**src/rtl/clk_div_pkg.sv**
```systemverilog
package clk_div_pkg;
  typedef enum logic [2:0] {
    ENC_MINUS_ONE,
    ENC_ONE_BASED,
    ENC_POW2,
    ENC_ALLOW_ZERO,
    ENC_TABLE
  } enc_e;

  function automatic int low_bit(logic [31:0] m);
    int r;
    r = 0;
    for (int i = 31; i >= 0; i--) if (m[i]) r = i;
    return r;
  endfunction
endpackage

```
**src/rtl/clk_div_ctrl.sv**
```systemverilog
module clk_div_ctrl #(
  parameter bit HIWORD = 1'b0
) (
  input  logic        clk_i,
  input  logic        rst_ni,
  input  logic        wr_en_i,
  input  logic [31:0] wr_data_i,
  output logic [31:0] ctrl_o
);
  generate
    if (HIWORD) begin : g_hw
      logic [15:0] lo_q;
      always_ff @(posedge clk_i or negedge rst_ni) begin
        if (!rst_ni) lo_q <= '0;
        else if (wr_en_i)
          lo_q <= (wr_data_i[31:16] & wr_data_i[15:0]) | (~wr_data_i[31:16] & lo_q);
      end
      assign ctrl_o = {16'h0000, lo_q};
    end else begin : g_full
      logic [31:0] reg_q;
      always_ff @(posedge clk_i or negedge rst_ni) begin
        if (!rst_ni) reg_q <= '0;
        else if (wr_en_i) reg_q <= wr_data_i;
      end
      assign ctrl_o = reg_q;
    end
  endgenerate
endmodule

```
**src/rtl/clk_div_decode.sv**
```systemverilog
module clk_div_decode
  import clk_div_pkg::*;
#(
  parameter enc_e        ENC        = ENC_MINUS_ONE,
  parameter logic [31:0] FIELD_MASK = 32'h0000_003F,
  parameter int          FIELD_SHIFT = -1,
  parameter int          MIN_DIV    = 1,
  parameter int          MAX_DIV    = 64,
  parameter int          TBL_N      = 2,
  parameter logic [TBL_N-1:0][31:0] TBL_KEY = {32'd1, 32'd0},
  parameter logic [TBL_N-1:0][31:0] TBL_DIV = {32'd8, 32'd4},
  localparam int         DIV_W      = $clog2(MAX_DIV + 1)
) (
  input  logic [31:0]      ctrl_i,
  output logic [DIV_W-1:0] div_o,
  output logic             bad_o
);
  localparam int SHIFT = (FIELD_SHIFT < 0) ? low_bit(FIELD_MASK) : FIELD_SHIFT;

  logic [31:0] field;
  logic [32:0] raw;
  logic        invalid;

  assign field = (ctrl_i & FIELD_MASK) >> SHIFT;

  generate
    if (ENC == ENC_MINUS_ONE) begin : g_m1
      assign raw     = {1'b0, field} + 33'd1;
      assign invalid = 1'b0;
    end else if (ENC == ENC_ONE_BASED) begin : g_one
      assign raw     = {1'b0, field};
      assign invalid = (field == 32'd0);
    end else if (ENC == ENC_POW2) begin : g_p2
      // large exponents saturate; the clamp below limits them
      assign raw     = (field > 32'd31) ? 33'h1_0000_0000 : (33'd1 << field[4:0]);
      assign invalid = 1'b0;
    end else if (ENC == ENC_ALLOW_ZERO) begin : g_az
      assign raw     = (field == 32'd0) ? 33'd1 : {1'b0, field};
      assign invalid = 1'b0;
    end else begin : g_tbl
      logic        hit;
      logic [32:0] traw;
      always_comb begin
        hit  = 1'b0;
        traw = 33'd1;
        for (int i = 0; i < TBL_N; i++) begin
          if (!hit && field == TBL_KEY[i]) begin
            hit  = 1'b1;
            traw = {1'b0, TBL_DIV[i]};
          end
        end
      end
      assign raw     = traw;
      assign invalid = !hit;
    end
  endgenerate

  always_comb begin
    if (invalid)                    div_o = DIV_W'(1);
    else if (raw > 33'(MAX_DIV))    div_o = DIV_W'(MAX_DIV);
    else if (raw < 33'(MIN_DIV))    div_o = DIV_W'(MIN_DIV);
    else                            div_o = raw[DIV_W-1:0];
  end

  assign bad_o = invalid;
endmodule

```
**src/rtl/clk_div_gen.sv**
```systemverilog
module clk_div_gen #(
  parameter int DIV_W = 7
) (
  input  logic             clk_i,
  input  logic             rst_ni,
  input  logic [DIV_W-1:0] next_div_i,
  output logic             clk_o,
  output logic [DIV_W-1:0] cur_div_o,
  output logic [DIV_W-1:0] cnt_o
);
  logic [DIV_W-1:0] cnt_q, cur_q, hi_len;
  logic             out_q, wrap;

  assign wrap   = (cnt_q == cur_q - DIV_W'(1));
  assign hi_len = cur_q >> 1;

  // divisor is only reloaded on the last cycle of a period
  always_ff @(posedge clk_i or negedge rst_ni) begin
    if (!rst_ni) begin
      cnt_q <= '0;
      cur_q <= DIV_W'(1);
      out_q <= 1'b0;
    end else if (wrap) begin
      cnt_q <= '0;
      cur_q <= next_div_i;
      out_q <= (next_div_i > DIV_W'(1));
    end else begin
      cnt_q <= cnt_q + DIV_W'(1);
      out_q <= (cnt_q + DIV_W'(1)) < hi_len;
    end
  end

  assign clk_o     = (cur_q == DIV_W'(1)) ? clk_i : out_q;
  assign cur_div_o = cur_q;
  assign cnt_o     = cnt_q;
endmodule

```
**src/rtl/clk_div_reg.sv**
```systemverilog
module clk_div_reg
  import clk_div_pkg::*;
#(
  parameter enc_e        ENC         = ENC_MINUS_ONE,
  parameter logic [31:0] FIELD_MASK  = 32'h0000_003F,
  parameter int          FIELD_SHIFT = -1,
  parameter bit          HIWORD      = 1'b0,
  parameter int          MIN_DIV     = 1,
  parameter int          MAX_DIV     = 64,
  parameter int          TBL_N       = 2,
  parameter logic [TBL_N-1:0][31:0] TBL_KEY = {32'd1, 32'd0},
  parameter logic [TBL_N-1:0][31:0] TBL_DIV = {32'd8, 32'd4},
  localparam int         DIV_W       = $clog2(MAX_DIV + 1)
) (
  input  logic        clk_i,
  input  logic        rst_ni,
  input  logic        wr_en_i,
  input  logic [31:0] wr_data_i,
  output logic [31:0] rd_data_o,
  output logic        clk_o,
  output logic        bad_div_o
);
  logic [31:0]      ctrl;
  logic [DIV_W-1:0] next_div, cur_div, cnt;

  clk_div_ctrl #(.HIWORD(HIWORD)) u_ctrl (
    .clk_i, .rst_ni, .wr_en_i, .wr_data_i, .ctrl_o(ctrl)
  );

  clk_div_decode #(
    .ENC(ENC), .FIELD_MASK(FIELD_MASK), .FIELD_SHIFT(FIELD_SHIFT),
    .MIN_DIV(MIN_DIV), .MAX_DIV(MAX_DIV),
    .TBL_N(TBL_N), .TBL_KEY(TBL_KEY), .TBL_DIV(TBL_DIV)
  ) u_dec (
    .ctrl_i(ctrl), .div_o(next_div), .bad_o(bad_div_o)
  );

  clk_div_gen #(.DIV_W(DIV_W)) u_gen (
    .clk_i, .rst_ni, .next_div_i(next_div),
    .clk_o, .cur_div_o(cur_div), .cnt_o(cnt)
  );

  assign rd_data_o = ctrl;
endmodule

```
**config.mk**
```make
export PLATFORM = sky130hd
export DESIGN_NAME = clk_div_reg
export DESIGN_NICKNAME = d
export VERILOG_FILES = /design/src/rtl/clk_div_pkg.sv /design/src/rtl/clk_div_ctrl.sv /design/src/rtl/clk_div_decode.sv /design/src/rtl/clk_div_gen.sv /design/src/rtl/clk_div_reg.sv
export SDC_FILE = /design/constraint.sdc
export NUM_CORES = 1
export LEC_CHECK = 0
export ABC_AREA = 1
export CAP_MARGIN = 20
export CORE_MARGIN = 5
export CORE_UTILIZATION = 42
export DETAILED_ROUTE_END_ITERATION = 12
export DONT_BUFFER_PORTS = 1
export GPL_TIMING_DRIVEN = 1
export PLACE_DENSITY = 0.66
export SLEW_MARGIN = 20
export SYNTH_ARGS = -nofsm -noshare
export SYNTH_HDL_FRONTEND = slang
export SYNTH_HIERARCHICAL = 1
export SYNTH_SLANG_ARGS = --single-unit
```
**constraint.sdc**
```tcl
create_clock -name clk_i -period 1.6 [get_ports clk_i]
set_clock_uncertainty 0.05 [all_clocks]
set_input_delay 0.32 -clock clk_i [delete_from_list [all_inputs] [get_ports clk_i]]
set_output_delay 0.32 -clock clk_i [all_outputs]
set_load 0.005 [all_outputs]
```
# ---- Word-level counts from Yosys, hierarchy flattened
# Cells that the tools add are included.
dict set report word_totals {
  register_bits 47
  latch_bits 0
  mem_bits_rw 0
  rom_bits 0
  in_bits 35
  out_inout_bits 34
  word_cells 18
  mem_count 0
}
dict set report op_classes {
  add_sub_neg 3
  mul 0
  n_div 0
  n_lt_le_gt_ge 4
  n_eq_ne 2
  shift 0
  mux 5
  bitwise_logic 0
  reduce_logical 0
}
# cell count
set ops {}
lappend ops {{greater-than comparator 33 x 7 -> 1 bit, second input constant} 1}
lappend ops {{< comparator 33 x 1 -> 1 bit, second input constant} 1}
lappend ops {{2-to-1 mux 7 bit} 3}
lappend ops {{adder 6 x 1 -> 7 bit, second input constant} 1}
lappend ops {{adder 7 x 1 -> 7 bit, second input constant} 1}
lappend ops {{== test 7 x 1 -> 1 bit, second input constant} 1}
lappend ops {{== test 7 bit} 1}
lappend ops {{greater-than comparator 7 x 1 -> 1 bit, second input constant} 1}
lappend ops {{< comparator 7 x 6 -> 1 bit} 1}
lappend ops {{subtractor 7 x 1 -> 7 bit, second input constant} 1}
lappend ops {{2-to-1 mux 1 bit} 2}

# ---- Logic depth before layout (Yosys ltp)
# Gate-level depths: netlist of run 1.
dict set report logic_depth {
  depth_word 6
  depth_mapped 13
  depth_no_buf 13
}

# ---- Hierarchy
# Netlist of run 1, hierarchy kept.
# mod n_inst cells_per_inst area_each_um2 seq_area_each_um2
set by_module_without_submodules {}
lappend by_module_without_submodules {clk_div_ctrl 1 136 1292.5 800.8}
lappend by_module_without_submodules {clk_div_gen 1 180 1168.6 376.6}
lappend by_module_without_submodules {clk_div_decode 1 44 225.2 0.0}

==> results of run 1 <==
-- sequential cells by signal, indices dropped and copies added, names as in the netlist --
name	flops
u_ctrl/ctrl_o	32
u_gen/cnt_o	7
u_gen/out_q	1
u_gen/cur_div_o	7
-- what timing repair did --
| action | 4_1_cts | 5_1_grt |
|---|---|---|
| gates resized for setup | 6 | 22 |
| gates cloned | 1 | 0 |
| pin swaps | 2 | 14 |
| buffers inserted | 4 | 0 |
| hold endpoints to repair | 79 | 0 |
| endpoints found under the setup margin | 16 | 16 |
| hold buffers | 35 | 0 |
-- layout make-up --
class	count	area, um2
Clock buffer	8	110
Clock inverter	3	71.3
Fill cell	551	2730
Inverter	36	145
Multi-Input combinational cell	265	1310
Sequential cell	47	1180
Tap cell	77	96.3
Timing Repair Buffer	68	629
-- through the flow --
step                TNS, ns  power [W]  cell area, um2  worst slack [ns]  hold slack (ns)
floorplan             -1.78    0.00151            2700            -0.151          -0.0256
global placement      -2.14    0.00156            2900            -0.157          -0.0243
detailed placement    -2.32    0.00157            2900            -0.195          -0.0244
CTS                   -4.90    0.00293            3530            -0.384           0.0544
global route          -7.36    0.00307            3540            -0.477           0.0467
finish                -5.22    0.00291            3540            -0.377           0.0660
-- power by group --
group	switching [W]	total [W]	internal, W
sequential	0.0000665	0.00133	0.00126
combinational	0.000179	0.000336	0.000157
clock	0.000458	0.00125	0.000794
total	0.000704	0.00291	0.00221
-- cell families after synthesis --
family | after synthesis
simple gates | 237
fa+ha+maj | 10
mux | 1
buf+inv | 48
flops | 47
other cells | 1
compound gates | 9
xor+xnor | 7
-- cell usage after synthesis --
master    count
nor4_1        1
mux2_2        1
nor2_2        1
xor2_1        5
buf_6         5
nand2_2      13
xnor2_1       2
nand3b_1      2
a21oi_1       6
nor2_1       30
clkbuf_8      3
dfrtp_1      46
buf_12        1
nand2_1     174
nand3_2       1
nand3_1       8
buf_2         1
o21ai_0       2
nor3_4        1
nor2_4        1
dfstp_2       1
o21a_1        1
clkbuf_1      1
ha_1         10
buf_4         1
conb_1        1
inv_8         1
nand4_1       5
inv_2         6
inv_1        29
-- worst max-delay path, stage by stage, from the launching register on --
cell	delay, ns
dfstp_2	0.55
buf_6	0.10
ha_4	0.11
nand4_1	0.11
mux2_4	0.34
-- worst paths after layout --
| kind | endpoint | cells after the start | slack, ns | from |
|---|---|---|---|---|
| worst min-delay path | u_ctrl/ctrl_o[27] | 3 | 0.07 | wr_en_i |
| max in group asynchronous | u_gen/cur_div_o[0] | 2 | 0.85 | rst_ni |
| worst min register to register | u_ctrl/ctrl_o[15] | 2 | 0.46 | u_ctrl/ctrl_o[15] |
| worst max-delay path | clk_o | 4 | -0.38 | u_gen/cur_div_o[0] |
| min in group asynchronous | u_ctrl/ctrl_o[25] | 2 | 0.38 | rst_ni |
| worst max register to register | u_gen/cur_div_o[2] | 14 | -0.34 | u_gen/cur_div_o[0] |
-- per-layer routing --
layer	GRT usage (%)	vias up
met5	0	-
met4	4.34	0
met3	6.68	8
met2	28.4	76
met1	21.7	1115
li1	-	1217
==> out/results.ini, run 1 <==
[job]
drv_cap=0

[floorplan]
initial_core_util_pct=42.8
ios=69
die_w_um=90.0
core_area_um2=6280
die_h_um=90.0
die_area_um2=8100
rows=29

[route]
route.met2.wl_mm=3.33
wl_mm=6.77
top_layer=met4
drtAntennaViolNets=0
drt-wirelength-per-cell_um=13.4
drc_errors=0
wl_met1_mm=2.86
drt_pass1_iterations=4
route.met3.wl_um=524
drt_iter0_drc=77
vias=2416
via_per_inst=4.79

[logic_synthesis]
post-synth-top-area-cell=dfrtp_1
yosys_register_bits=47
ys_types=30
synth_top_family_by_area=simple AND/OR/NAND/NOR gates
synthXorXnorAreaFrac_pct=2.28
ys_top_cells_by_area=dfrtp_1 43%, nand2_1 24%, ha_1 4.7%
ys_seq_area_share_pct=43.8
syn_nets=405
ys_warn_count=6
avgSynthCellArea_um2=7.46
synth-simple-area-share_pct=36.6
synthMuxAreaShare_pct=0.419
synthAdderAreaFrac_pct=4.66
netlist_area_um2=2690
synth_cells=360
synth_top_area_share_pct=42.9
synth_compound_area_share_pct=1.77

[place]
placed_cells_incl_taps=455
io_buffer_count=0
post-dp-hpwl_mm=4.24
place_congestion=0.827

[critical_path]
required_ns=1.23
critical_path.endpoint_type=output port
path_class=register to output port
critPathMaxFanout=2
critPathLaunchType=register
cp.arrival_ns=1.61

[layout]
layout_commonest_cell=nand2_1
layout_common_cells=163 x nand2_1, 45 x dfrtp_1, 33 x dlygate4sd3_1
syn_to_final_growth_pct=31.9
nets=471
final_core_util_pct=56.4
final_layout_size_suffix_gt1_share_pct=21.8
num_antenna_cells=0
stdcell_count=504

[global_routing]
grt_pass1_vias=2529
grt-ovfl-total=0
grt_first_pass_wirelength_mm=11.7
grt.total_usage_pct=17.4
antenna_found_initial=0
grt_max_degree=48

[clocking]
clkLatencyLatePin_ns=0.41
cts_tree=built
clk_pin_slew_worst_paths_ns=0.10

[sta]
maxSlewViolCount=0
slew_headroom_pct=64.2
max_clock_freq_ghz=0.506
rsz0062_at_grt=true
setup_slack_ns=-0.377
fin_crit_sh_pct=124
setup_violations=16
finalHoldViolCount=0
finalCriticalPeriod_ns=1.98
tightest_slew_ns=0.538

[status]
violations=setup timing
status=finished with violations

[worst_hold_path]
hp-class=input pin to register

[pwr]
leakage_nw=1.91
powerDensity_nw_per_um2=822
ir_drop_uv=586

No activity file was read; power rests on OpenSTA's default activity.
==> run 2: changes to the inputs <==
- CORE_UTILIZATION: 42 -> 50
- PLACE_DENSITY: 0.66 -> 0.75
==> out/results.ini, run 2 (synthesized netlist as in run 1, its figures left out) <==
[global_routing]
grt-ovfl-total=0
grt_first_pass_wirelength_mm=11.7
antenna_found_initial=0
grt_max_degree=48
grt_pass1_vias=2515
grt.total_usage_pct=20.9

[place]
post-dp-hpwl_mm=4.32
placed_cells_incl_taps=448
post-place-ws_ns=-0.197
place_congestion=0.900
io_buffer_count=0

[sta]
setup_slack_ns=-0.397
slew_headroom_pct=63.7
finalCriticalPeriod_ns=2.00
fin_crit_sh_pct=125
rsz0062_at_grt=true
tightest_slew_ns=0.544
maxSlewViolCount=0
setup_violations=16
finalHoldViolCount=0
max_clock_freq_ghz=0.501

[layout]
num_antenna_cells=0
multi_input_area_um2=1280
stdcell_count=497
largest_reg_flops=32
syn_to_final_growth_pct=29.3
layout_common_cells=171 x nand2_1, 45 x dfrtp_1, 33 x dlygate4sd3_1
seqCellArea_um2=1180
fill_cells=404
layout_commonest_cell=nand2_1
nets=471
final_layout_size_suffix_gt1_share_pct=19.2

[clocking]
cts_tree=built
clkLatencyLatePin_ns=0.41
clk_pin_slew_worst_paths_ns=0.08

[route]
via_per_inst=4.86
drtAntennaViolNets=0
vias=2415
drt_iter0_drc=141
drt_pass1_iterations=4
wl_mm=6.88
drt-wirelength-per-cell_um=13.8
drc_errors=0

[critical_path]
cp.arrival_ns=1.63
crit_path_start=u_gen/cur_div_o[0]
r2r_start=u_gen/cur_div_o[0]
regToRegEndpoint=u_gen/cur_div_o[3]
critPathMaxFanout=2
path_class=register to output port
crit_end=clk_o
critPathLaunchType=register
reg2reg_slack_ns=-0.30
critical_path.endpoint_type=output port
reg2reg_depth=14
required_ns=1.23

[pwr]
power_frac_comb_pct=13.2
p_clk_share_pct=35.3
power_frac_seq_pct=51.5
ir_drop_uv=697
powerDensity_nw_per_um2=741
power_w=0.00257
switching_share_pct=26.7
power_switching_w=0.000688
leakage_nw=1.91
power.internal_w=0.00188

[floorplan]
initial_core_util_pct=51.9
core_area_um2=5170
die_h_um=83.3
ios=69
rows=26
die_w_um=83.3
die_area_um2=6940

[job]
drv_cap=0

[status]
status=finished with violations
violations=setup timing

[worst_hold_path]
hp-class=input pin to register

[run 2: cell count changes in the layout (fill, tap and decap cells not counted), moves of 2 or more]
cell       delta
nand2_2       -9
nand2_1       +8
bufinv_16     -2
clkinv_2      +2
nor2_1        +2
[run 2: layout make-up]
cell class | instances | area share (%)
well taps | 70 | 2.52
repair buffers | 68 | 18.7
clock buffers | 8 | 3.17
flip-flops and latches | 47 | 33.9
inverters | 36 | 4.18
clock inverters | 3 | 0.541
multi-input cells | 265 | 37.0
[run 2: routing by layer]
layer	share of wire [%]	vias to the layer above	wire (um)	GRT usage (%)
li1	-	1211	-	-
met1	40	1118	2780	24.5
met2	51	73	3520	34.8
met3	6.8	13	465	7.23
met4	1.6	0	112	8.92
met5	0	-	0	0
[run 2: power groups by stage]
| stage | registers (W) | clock network, W | logic, W |
|---|---|---|---|
| 2_1_floorplan | 0.00134 | 0.000000549 | 0.000171 |
| 3_3_place_gp | 0.00135 | 0.000000549 | 0.000210 |
| 3_5_place_dp | 0.00134 | 0.000000549 | 0.000222 |
| 4_1_cts | 0.00132 | 0.000929 | 0.000330 |
| 5_1_grt | 0.00133 | 0.000990 | 0.000381 |
| 6_report | 0.00132 | 0.000909 | 0.000338 |
[run 2: worst max-delay path, stage by stage, from the launching register on]
cell     delay, ns
dfstp_2       0.56
buf_6         0.10
ha_4          0.12
nand4_1       0.11
mux2_4        0.33
[run 2: repair_timing]
item                                    CTS  global route
endpoints found under the hold margin    79             0
hold buffers                             35             0
endpoints found under the setup margin   16            16
gates cloned                              0             1
gates resized for setup                   5             8
setup buffers                             2             0
pin swaps                                 1             3
[run 2: how the worst min path moves through the flow]
stage,depth (start not counted),to,slack (ns),from
2_1_floorplan,0,u_ctrl/ctrl_o[0],-0.03,rst_ni
3_3_place_gp,0,u_gen/cnt_o[3],-0.02,rst_ni
3_5_place_dp,0,u_gen/cnt_o[2],-0.02,rst_ni
4_1_cts,3,u_ctrl/ctrl_o[2],0.05,wr_en_i
5_1_grt,3,u_ctrl/ctrl_o[6],0.06,wr_en_i
6_report,3,u_ctrl/ctrl_o[4],0.07,wr_en_i
[run 2: stage by stage]
stage                     TNS (ns)  cell area (um2)  hold WS (ns)  util (%)
after floorplan              -1.78             2700       -0.0256         -
after global placement       -2.09             2890       -0.0232      56.0
after detailed placement     -2.61             2890       -0.0236      56.0
after CTS                    -4.42             3430        0.0541      66.2
after global routing         -6.89             3470        0.0575      67.1
final                        -4.58             3470        0.0696      67.1
==> run 3: changes to the inputs <==
- SYNTH_HIERARCHICAL: 1 -> default
==> out/results.ini, run 3 <==
[status]
violations=setup timing
status=finished with violations

[logic_synthesis]
ys_types=27
synth_ff_type=dfrtp_1
ys_warn_count=0
ys_top_cells_by_area=dfrtp_1 46%, mux2_2 12%, nand2_1 11%
synth-async-reset-ratio_pct=100
post-synth-top-area-cell=dfrtp_1
synth_edf_count=0
synth_top_area_share_pct=45.6
netlist_area_um2=2520
synth_cells=281
yosys.cell_count.top_type=nand2_1
syn_nets=326
ys_seq_area_share_pct=46.7
synth_commonest_cells=72 x nand2_1, 46 x dfrtp_1, 35 x inv_1
avgSynthCellArea_um2=8.98
yosys_register_bits=47

[critical_path]
critPathMaxFanout=2
critPathLaunchType=register
cp.arrival_ns=1.62
path_class=register to output port
critical_path.endpoint_type=output port
required_ns=1.23

[place]
post-dp-hpwl_mm=3.78
post-place-ws_ns=-0.199
place_congestion=0.944
io_buffer_count=0
placed_cells_incl_taps=357

[route]
via_per_inst=4.97
drt-wirelength-per-cell_um=14.8
drc_errors=0
vias=2019
drt_iter0_drc=94
drt_pass1_iterations=5
wl_mm=6.02
drtAntennaViolNets=0

[floorplan]
rows=25
die_h_um=81.0
initial_core_util_pct=52.4
die_w_um=81.0
die_area_um2=6570
core_area_um2=4820
ios=69

[job]
drv_cap=0

[layout]
final_core_util_pct=69.3
largest_reg_flops=32
layout_common_cells=63 x nand2_1, 46 x dfrtp_1, 34 x inv_1
stdcell_count=406
syn_to_final_growth_pct=32.2
nets=383
layout_commonest_cell=nand2_1
final_layout_size_suffix_gt1_share_pct=31.9
num_antenna_cells=0
fill_cells=374

[sta]
fin_crit_sh_pct=124
rsz0062_at_grt=true
maxSlewViolCount=0
setup_slack_ns=-0.387
setup_violations=16
finalCriticalPeriod_ns=1.99
whs_ns=0.00877
max_clock_freq_ghz=0.503
finalHoldViolCount=0

[global_routing]
grt_max_degree=48
use_met2_pct=28.7
use_met3_pct=9.65
grt-ovfl-total=0
grt-busiest-layer=met2
grt_first_pass_wirelength_mm=9.06
gr-usage-met1_pct=21.0
grt.total_usage_pct=18.3
grt_pass1_vias=1976
antenna_found_initial=0

[clocking]
clkLatencyLatePin_ns=0.40
cts_tree=built
clk_pin_slew_worst_paths_ns=0.10

[pwr]
powerDensity_nw_per_um2=763
ir_drop_uv=754
leakage_nw=1.64

[worst_hold_path]
hp-class=input pin to register

## run 3: cell count changes in the layout (fill, tap and decap cells not counted), moves of 3 or more
| cell | previous run | this run |
|---|---|---|
| nor2_4 | 2 | 6 |
| nand3_2 | 1 | 4 |
| inv_1 | 27 | 34 |
| nor2_2 | 2 | 7 |
| mux2_2 | 0 | 27 |
| o21ai_2 | 0 | 5 |
| a21oi_1 | 6 | 1 |
| nand3_1 | 8 | 12 |
| nand2_1 | 171 | 63 |
| o21ai_0 | 2 | 6 |
| buf_4 | 29 | 16 |
| nor2_1 | 28 | 17 |
## run 3: final timing paths
| path | startpoint | to | slack (ns) | cells past startpoint |
|---|---|---|---|---|
| max | u_gen.cur_div_o[0] | clk_o | -0.39 | 4 |
| min | wr_data_i[7] | u_ctrl.ctrl_o[7] | 0.009 | 1 |
| max reg2reg | u_gen.cur_div_o[0] | u_gen.cur_div_o[0] | -0.37 | 14 |
| min reg2reg | u_ctrl.ctrl_o[26] | u_ctrl.ctrl_o[26] | 0.50 | 1 |
| max in group asynchronous | rst_ni | u_gen.cur_div_o[0] | 0.86 | 2 |
| min in group asynchronous | rst_ni | u_gen.cnt_o[2] | 0.37 | 2 |
## run 3: final cells by class
type	instances	area [um2]	area share, %
Clock buffer	8	110	3.30
Clock inverter	3	22.5	0.675
Inverter	41	156	4.69
Multi-Input combinational cell	187	1260	37.6
Sequential cell	47	1180	35.3
Tap cell	67	83.8	2.51
Timing Repair Buffer	53	531	15.9
## run 3: worst max-delay path: stages (launching register included)
cell	delay, ns
dfstp_2	0.56
buf_6	0.11
ha_4	0.12
nand4_1	0.10
mux2_4	0.33
## run 3: logic make-up after synthesis
family	count (synthesis)	synth area share, %
adders and majority gates	10	4.96
AOI/OAI and AO/OA	15	3.87
and+or+nand+nor	128	22.5
xor gates and xnor gates	4	1.39
other	1	0.149
muxes	28	12.5
buffers and inverters	48	8.03
DFF	47	46.7
## run 3: timing repair
item	CTS	global route
setup endpoints to repair	16	16
hold buffers	8	25
buffers inserted	3	1
pin swaps	4	2
resized for setup	12	14
gates cloned	2	0
hold endpoints to repair	52	18
## run 3: where the power goes
part           internal, W  leakage, nW  switching, W
logic             0.000166        0.994      0.000114
clock network     0.000476       0.0801      0.000450
registers          0.00127        0.568     0.0000715
total              0.00191         1.64      0.000635
## run 3: layer usage
metal  routed length (um)  up-vias
li1                     -      993
met1                 2400      948
met2                 2960       68
met3                  573       10
met4                   81        0
met5                    0        -
## run 3: through the flow
stage	instance area [um2]	TNS, ns	power (W)
finish	3340	-5.31	0.00254
global route	3340	-6.61	0.00268
CTS	3050	-4.84	0.00250
detailed placement	2710	-2.28	0.00153
global placement	2710	-1.76	0.00152
floorplan	2550	-1.62	0.00149
